===== config.mk =====
export PLATFORM = sky130hd
export DESIGN_NAME = acq_trig_unit
export DESIGN_NICKNAME = d
export VERILOG_FILES = /design/src/rtl/acq_trig_pkg.sv /design/src/rtl/acq_trig_pin_edge.sv /design/src/rtl/acq_trig_level.sv /design/src/rtl/acq_trig_delay.sv /design/src/rtl/acq_trig_unit.sv
export SDC_FILE = /design/constraint.sdc
export NUM_CORES = 1
export LEC_CHECK = 0
export ABC_CLOCK_PERIOD_IN_PS = 5500
export BUFFER_PORTS_ARGS = -buffer_cell sky130_fd_sc_hd__clkbuf_2
export CORE_ASPECT_RATIO = 1.25
export CORE_MARGIN = 5
export CORE_UTILIZATION = 52
export CTS_BUF_LIST = sky130_fd_sc_hd__clkbuf_8
export CTS_CLUSTER_SIZE = 40
export DETAILED_ROUTE_END_ITERATION = 10
export PLACE_DENSITY = 0.8
export SYNTH_ARGS = -nofsm -noshare
export SYNTH_HDL_FRONTEND = slang
export SYNTH_SLANG_ARGS = --single-unit

===== constraint.sdc =====
create_clock -name clk -period 5.5 [get_ports clk]
set_input_delay 1.1 -clock clk [delete_from_list [all_inputs] [get_ports clk]]
set_output_delay 1.1 -clock clk [all_outputs]
set_load 0.05 [all_outputs]

===== src/rtl/acq_trig_pkg.sv =====
package acq_trig_pkg;

    typedef enum logic {
        SRC_PIN  = 1'b0,
        SRC_CHAN = 1'b1
    } hw_src_e;

    typedef struct packed {
        logic pin_hit;
        logic chan_hit;
        logic sw_hit;
    } src_hits_t;

    // Threshold crossing test on sign-extended values.
    function automatic logic crossed(input logic signed [31:0] prv,
                                     input logic signed [31:0] cur,
                                     input logic signed [31:0] thr,
                                     input logic               neg);
        if (neg)
            return (prv > thr) && (cur <= thr);
        else
            return (prv < thr) && (cur >= thr);
    endfunction

endpackage


===== src/rtl/acq_trig_pin_edge.sv =====
module acq_trig_pin_edge #(
    parameter int STAGES = 2
) (
    input  logic clk,
    input  logic rst,
    input  logic pin,
    input  logic falling,
    output logic hit
);
    localparam int LEN = STAGES + 1;

    logic [LEN-1:0] sh_q;

    always_ff @(posedge clk) begin
        if (rst) sh_q <= '0;
        else     sh_q <= {sh_q[LEN-2:0], pin};
    end

    logic now_lvl, old_lvl;
    assign now_lvl = sh_q[STAGES-1];
    assign old_lvl = sh_q[STAGES];
    assign hit = falling ? (!now_lvl && old_lvl) : (now_lvl && !old_lvl);

endmodule


===== src/rtl/acq_trig_level.sv =====
module acq_trig_level
    import acq_trig_pkg::*;
#(
    parameter  int NCH   = 4,
    parameter  int SMP_W = 16,
    localparam int CH_W  = $clog2(NCH)
) (
    input  logic                    clk,
    input  logic                    rst,
    input  logic                    smp_valid,
    input  logic [NCH*SMP_W-1:0]    smp_data,
    input  logic [CH_W-1:0]         chan,
    input  logic signed [SMP_W-1:0] thr,
    input  logic                    neg,
    output logic                    hit
);
    logic signed [SMP_W-1:0] prv_q [NCH];
    logic signed [SMP_W-1:0] cur_s [NCH];
    logic                    seen_q;

    for (genvar k = 0; k < NCH; k++) begin : g_ch
        assign cur_s[k] = smp_data[k*SMP_W +: SMP_W];
        always_ff @(posedge clk) begin
            if (rst)            prv_q[k] <= '0;
            else if (smp_valid) prv_q[k] <= cur_s[k];
        end
    end

    always_ff @(posedge clk) begin
        if (rst)            seen_q <= 1'b0;
        else if (smp_valid) seen_q <= 1'b1;
    end

    logic signed [SMP_W-1:0] cur_sel, prv_sel;
    assign cur_sel = cur_s[chan];
    assign prv_sel = prv_q[chan];

    assign hit = smp_valid && seen_q && crossed(prv_sel, cur_sel, thr, neg);

endmodule


===== src/rtl/acq_trig_delay.sv =====
module acq_trig_delay #(
    parameter int DLY_W = 16
) (
    input  logic             clk,
    input  logic             rst,
    input  logic             qual,
    input  logic [DLY_W-1:0] delay,
    input  logic             store,
    output logic             fire
);
    logic [DLY_W-1:0] cnt_q;
    logic             pend_q;
    logic             load, due;

    assign load = qual && (delay != '0);
    assign due  = (qual && (delay == '0)) || (cnt_q == DLY_W'(1)) || pend_q;
    assign fire = due && store;

    always_ff @(posedge clk) begin
        if (rst) begin
            cnt_q  <= '0;
            pend_q <= 1'b0;
        end else begin
            pend_q <= due && !store;
            if (load)             cnt_q <= delay;
            else if (cnt_q != '0) cnt_q <= cnt_q - 1'b1;
        end
    end

    // countdown steps by one while not reloaded
    a_r9_countdown_step: assert property (@(posedge clk) disable iff (rst)
        (cnt_q > DLY_W'(1) && !load) |=> (cnt_q == $past(cnt_q) - 1'b1));

    // pulses land only on stored samples
    a_r11_store_aligned: assert property (@(posedge clk) disable iff (rst)
        fire |-> store);

endmodule


===== src/rtl/acq_trig_unit.sv =====
module acq_trig_unit
    import acq_trig_pkg::*;
#(
    parameter  int NCH    = 4,
    parameter  int SMP_W  = 16,
    parameter  int DLY_W  = 16,
    parameter  int STAGES = 2,
    localparam int CH_W   = $clog2(NCH)
) (
    input  logic                    clk,
    input  logic                    rst,
    input  logic                    ext_trig_in,
    input  logic                    smp_valid,
    input  logic                    smp_store,
    input  logic [NCH*SMP_W-1:0]    smp_data,
    input  logic                    armed,
    input  logic                    cfg_hw_en,
    input  logic                    cfg_hw_src,
    input  logic                    cfg_ext_fall,
    input  logic                    cfg_int_neg,
    input  logic [CH_W-1:0]         cfg_int_chan,
    input  logic signed [SMP_W-1:0] cfg_threshold,
    input  logic                    cfg_sw_en,
    input  logic [DLY_W-1:0]        cfg_delay,
    input  logic                    sw_trig_stb,
    output logic                    trig_out,
    output logic                    trig_irq
);
    src_hits_t hits;
    hw_src_e   src_sel;
    logic      hw_hit, qual;

    acq_trig_pin_edge #(.STAGES(STAGES)) u_pin (
        .clk     (clk),
        .rst     (rst),
        .pin     (ext_trig_in),
        .falling (cfg_ext_fall),
        .hit     (hits.pin_hit)
    );

    acq_trig_level #(.NCH(NCH), .SMP_W(SMP_W)) u_level (
        .clk       (clk),
        .rst       (rst),
        .smp_valid (smp_valid),
        .smp_data  (smp_data),
        .chan      (cfg_int_chan),
        .thr       (cfg_threshold),
        .neg       (cfg_int_neg),
        .hit       (hits.chan_hit)
    );

    assign hits.sw_hit = sw_trig_stb && cfg_sw_en;
    assign src_sel     = hw_src_e'(cfg_hw_src);
    assign hw_hit      = (src_sel == SRC_CHAN) ? hits.chan_hit : hits.pin_hit;
    assign qual        = armed && ((cfg_hw_en && hw_hit) || hits.sw_hit);

    acq_trig_delay #(.DLY_W(DLY_W)) u_delay (
        .clk   (clk),
        .rst   (rst),
        .qual  (qual),
        .delay (cfg_delay),
        .store (smp_store),
        .fire  (trig_out)
    );

    always_ff @(posedge clk) begin
        if (rst) trig_irq <= 1'b0;
        else     trig_irq <= trig_out;
    end

    // interrupt strobe tracks the trigger pulse one cycle later
    a_r12_irq_follows: assert property (@(posedge clk) disable iff (rst)
        trig_out |=> trig_irq);
    a_r12_irq_quiet: assert property (@(posedge clk) disable iff (rst)
        !trig_out |=> !trig_irq);

    // zero delay fires in the qualification cycle on a stored sample
    a_r9_zero_delay: assert property (@(posedge clk) disable iff (rst)
        (qual && cfg_delay == '0 && smp_store) |-> trig_out);

endmodule


==> insert_results.sql <==
INSERT INTO impl_metrics (metric_group, metric, value, unit) VALUES
('run_status', 'run_status', 'completed', ''),
('pwr', 'combPwrFrac', '31.8', '%'),
('clocking', 'htree_num_levels', '3', ''),
('logic_synthesis', 'synthesis.area_per_instance', '12.1', 'um^2'),
('logic_synthesis', 'synthesis.yosys.warnings', '0', ''),
('clocking', 'worst_skew_pair.late_latency', '0.37', 'ns'),
('detailed_routing', 'finalWirelength', '12200', 'um'),
('cells_and_area', 'final_cell_mix', 'clkbuf_2 (109), and2_1 (64), edfxtp_1 (64)', ''),
('clocking', 'tritoncts_num_sinks', '86', ''),
('floorplanning', 'die_outline_area', '0.0123', 'mm^2'),
('grt', 'initial_antenna_violation_count', '0', ''),
('worst_setup_path', 'rr_startpoint', 'u_level.prv_q[0][6]$_SDFFCE_PN0P_', ''),
('detailed_routing', 'vias_per_cell', '5.55', ''),
('logic_synthesis', 'number_of_enable_flip_flop_cells_after_synthesis', '64', ''),
('worst_setup_path', 'worst-path-max-fanout', '7', ''),
('pwr', 'seq_power_share', '44.8', '%'),
('sta', 'fin_tns_setup', '0', 'ns'),
('placement', 'hpwl_after_dpl', '9200', 'um'),
('grt', 'grt_util_all_layers', '19.9', '%'),
('clocking', 'cts_tree', 'done', ''),
('worst_setup_path', 'reg2reg_depth', '11', ''),
('sta', 'maxClockFrequency', '0.186', 'GHz'),
('logic_synthesis', 'synth-seq-cells', '86', ''),
('detailed_routing', 'top_layer_used', 'met4', ''),
('sta', 'timing.clock.skew', '0.0194', 'ns'),
('pwr', 'total_power', '1.90', 'mW'),
('hold_path', 'holdCritPathClass', 'reg -> reg', ''),
('logic_synthesis', 'synth_ff_type', 'edfxtp_1', ''),
('logic_synthesis', 'synthCells', '438', ''),
('floorplanning', 'core', '0.0100', 'mm^2'),
('logic_synthesis', 'synth_nets', '582', ''),
('grt', 'grt_pass1_wl', '18900', 'um'),
('detailed_routing', 'met2_wire_length', '6540', 'um'),
('detailed_routing', 'met3_wirelength', '572', 'um'),
('detailed_routing', 'initialDrtViolationCount', '135', ''),
('worst_setup_path', 'critical_path.startpoint', 'cfg_int_chan[0]', ''),
('cells_and_area', 'multi_input_comb_area', '0.00279', 'mm^2'),
('worst_setup_path', 'critPathRequiredTime', '4.40', 'ns'),
('grt', 'largest_net_degree_at_the_start_of_global_routing', '65', ''),
('logic_synthesis', 'synth_sequential_area_ratio', '44.7', '%'),
('cells_and_area', 'nets', '710', ''),
('detailed_routing', 'drt_drc_violations_left', '0', ''),
('clocking', 'cts.path.max_buffers', '2', ''),
('sta', 'min_period_over_period', '97.6', '%'),
('detailed_routing', 'avgRoutedWirePerCell', '17.5', 'um'),
('floorplanning', 'die_h', '123', 'um'),
('pwr', 'ir_worst_vdd', '134', 'uV'),
('logic_synthesis', 'synth.lib_cells_used.distinct', '53', ''),
('worst_setup_path', 'timing.critical_path.arrival', '4.27', 'ns'),
('worst_setup_path', 'crit_type', 'in -> out', ''),
('floorplanning', 'pin_count', '112', ''),
('detailed_routing', 'final_antenna_net_count', '0', ''),
('logic_synthesis', 'ys_top_cells_by_area', 'edfxtp_1 (36%), mux4_2 (14%), dfxtp_1 (8.3%), ha_1 (8.0%), and2_1 (7.6%)', ''),
('sta', 'slew_violations', '0', ''),
('cells_and_area', 'layout.area.seq', '0.00236', 'mm^2'),
('floorplanning', 'std_cell_rows', '41', ''),
('job', 'max-cap-violations', '0', ''),
('clocking', 'clock-root-buffer', 'clkbuf_8', ''),
('sta', 'finalSetupViolations', '0', ''),
('sta', 'final_hold_viol_count', '0', ''),
('pwr', 'leakage', '2.78', 'nW'),
('placement', 'routabilityCongestion', '0.939', ''),
('hold_path', 'hold_path_depth', '1', ''),
('worst_setup_path', 'timing.rr.end', 'u_delay.cnt_q[7]$_SDFFE_PP0P_', ''),
('worst_setup_path', 'rrSetupSlack', '1.75', 'ns'),
('cells_and_area', 'layout.core_utilization', '64.2', '%'),
('detailed_routing', 'dr.pass1.iters', '5', ''),
('clocking', 'number_of_clock_buffers_inserted_by_tritoncts', '9', ''),
('floorplanning', 'die_w', '100', 'um'),
('worst_setup_path', 'startpoint_type', 'primary input', ''),
('grt', 'first_global_vias', '4088', '');
==> worst min-delay path by stage <==
| stage | start | to |
|---|---|---|
| floorplan | u_pin.sh_q[0]$_SDFF_PP0_ | u_pin.sh_q[1]$_SDFF_PP0_ |
| global placement | u_pin.sh_q[0]$_SDFF_PP0_ | u_pin.sh_q[1]$_SDFF_PP0_ |
| detailed placement | u_pin.sh_q[0]$_SDFF_PP0_ | u_pin.sh_q[1]$_SDFF_PP0_ |
| CTS | u_pin.sh_q[0]$_SDFF_PP0_ | u_pin.sh_q[1]$_SDFF_PP0_ |
| global route | u_pin.sh_q[0]$_SDFF_PP0_ | u_pin.sh_q[1]$_SDFF_PP0_ |
| finish | u_pin.sh_q[0]$_SDFF_PP0_ | u_pin.sh_q[1]$_SDFF_PP0_ |
==> cell type report <==
type / instances / area share [%]
clock inverter: 7 / 1.15
tap: 129 / 2.51
timing repair buffer: 138 / 12.9
clock buffer: 9 / 1.93
sequential: 86 / 36.8
inverter: 22 / 1.29
multi-input combinational: 309 / 43.4
==> sequential cells by signal (all words and copies together), names as in the netlist <==
signal          cells
u_level.prv_q      64
trig_irq            1
u_delay.pend_q      1
u_delay.cnt_q      16
u_level.seen_q      1
u_pin.sh_q          3
==> critical path, cell delays in order <==
cell and delay (ns):
buf_4 0.16, clkbuf_16 0.18, mux4_2 0.50, ha_1 0.30, a21oi_1 0.20, nor3_1 0.09
a2111oi_2 0.46, nor4b_4 0.30, nor4_1 0.07, mux2_2 0.31, o31ai_1 0.19, buf_4 0.16
a21boi_2 0.07, buf_6 0.18
==> synth_stat cells (all sizes together), types with 8 or more instances <==
cell type,instances
inv,22
edfxtp,64
ha,34
and2,64
nand2b,8
mux2i,11
mux2,11
a21oi,16
mux4,32
clkbuf,14
nor3,13
nand2,15
dfxtp,22
nor2b,15
nor2,20
nor4,9
==> logic make-up after synthesis <==
family                     synth area share (%)
AOI/OAI and AO/OA                          4.47
xor gates and xnor gates                   1.99
adders and majority gates                  8.04
buffers and inverters                      3.57
DFF                                        44.7
muxes                                      18.3
and+or+nand+nor                            18.9
==> what timing repair did <==
| item | CTS | global route |
|---|---|---|
| hold buffers | 0 | 0 |
| gates cloned | 0 | 1 |
| setup buffers | 0 | 6 |
| gates resized for setup | 3 | 15 |
| setup endpoints to repair | 1 | 1 |
| pin swaps | 0 | 4 |
==> per-layer routing <==
metal,GRT usage [%],vias up
met3,3.47,26
met4,9.69,0
met5,0,-
li1,-,1891
met2,35.0,115
met1,23.3,1852
==> stage by stage <==
stage	setup slack [ns]	area, um^2
6_report	0.130	6420
5_1_grt	0.0171	6420
4_1_cts	0.0162	6300
3_5_place_dp	-0.112	6090
3_3_place_gp	-0.0456	6090
2_1_floorplan	0.0651	5300
==> power by group through the flow <==
| stage | Clock (mW) | Sequential [mW] | Combinational [mW] |
|---|---|---|---|
| floorplan | 0 | 0.848 | 0.440 |
| global placement | 0 | 0.860 | 0.565 |
| detailed placement | 0 | 0.862 | 0.584 |
| CTS | 0.454 | 0.850 | 0.591 |
| global route | 0.480 | 0.864 | 0.672 |
| finish | 0.445 | 0.851 | 0.604 |
Note: power is estimated with default switching activity, not from simulation.
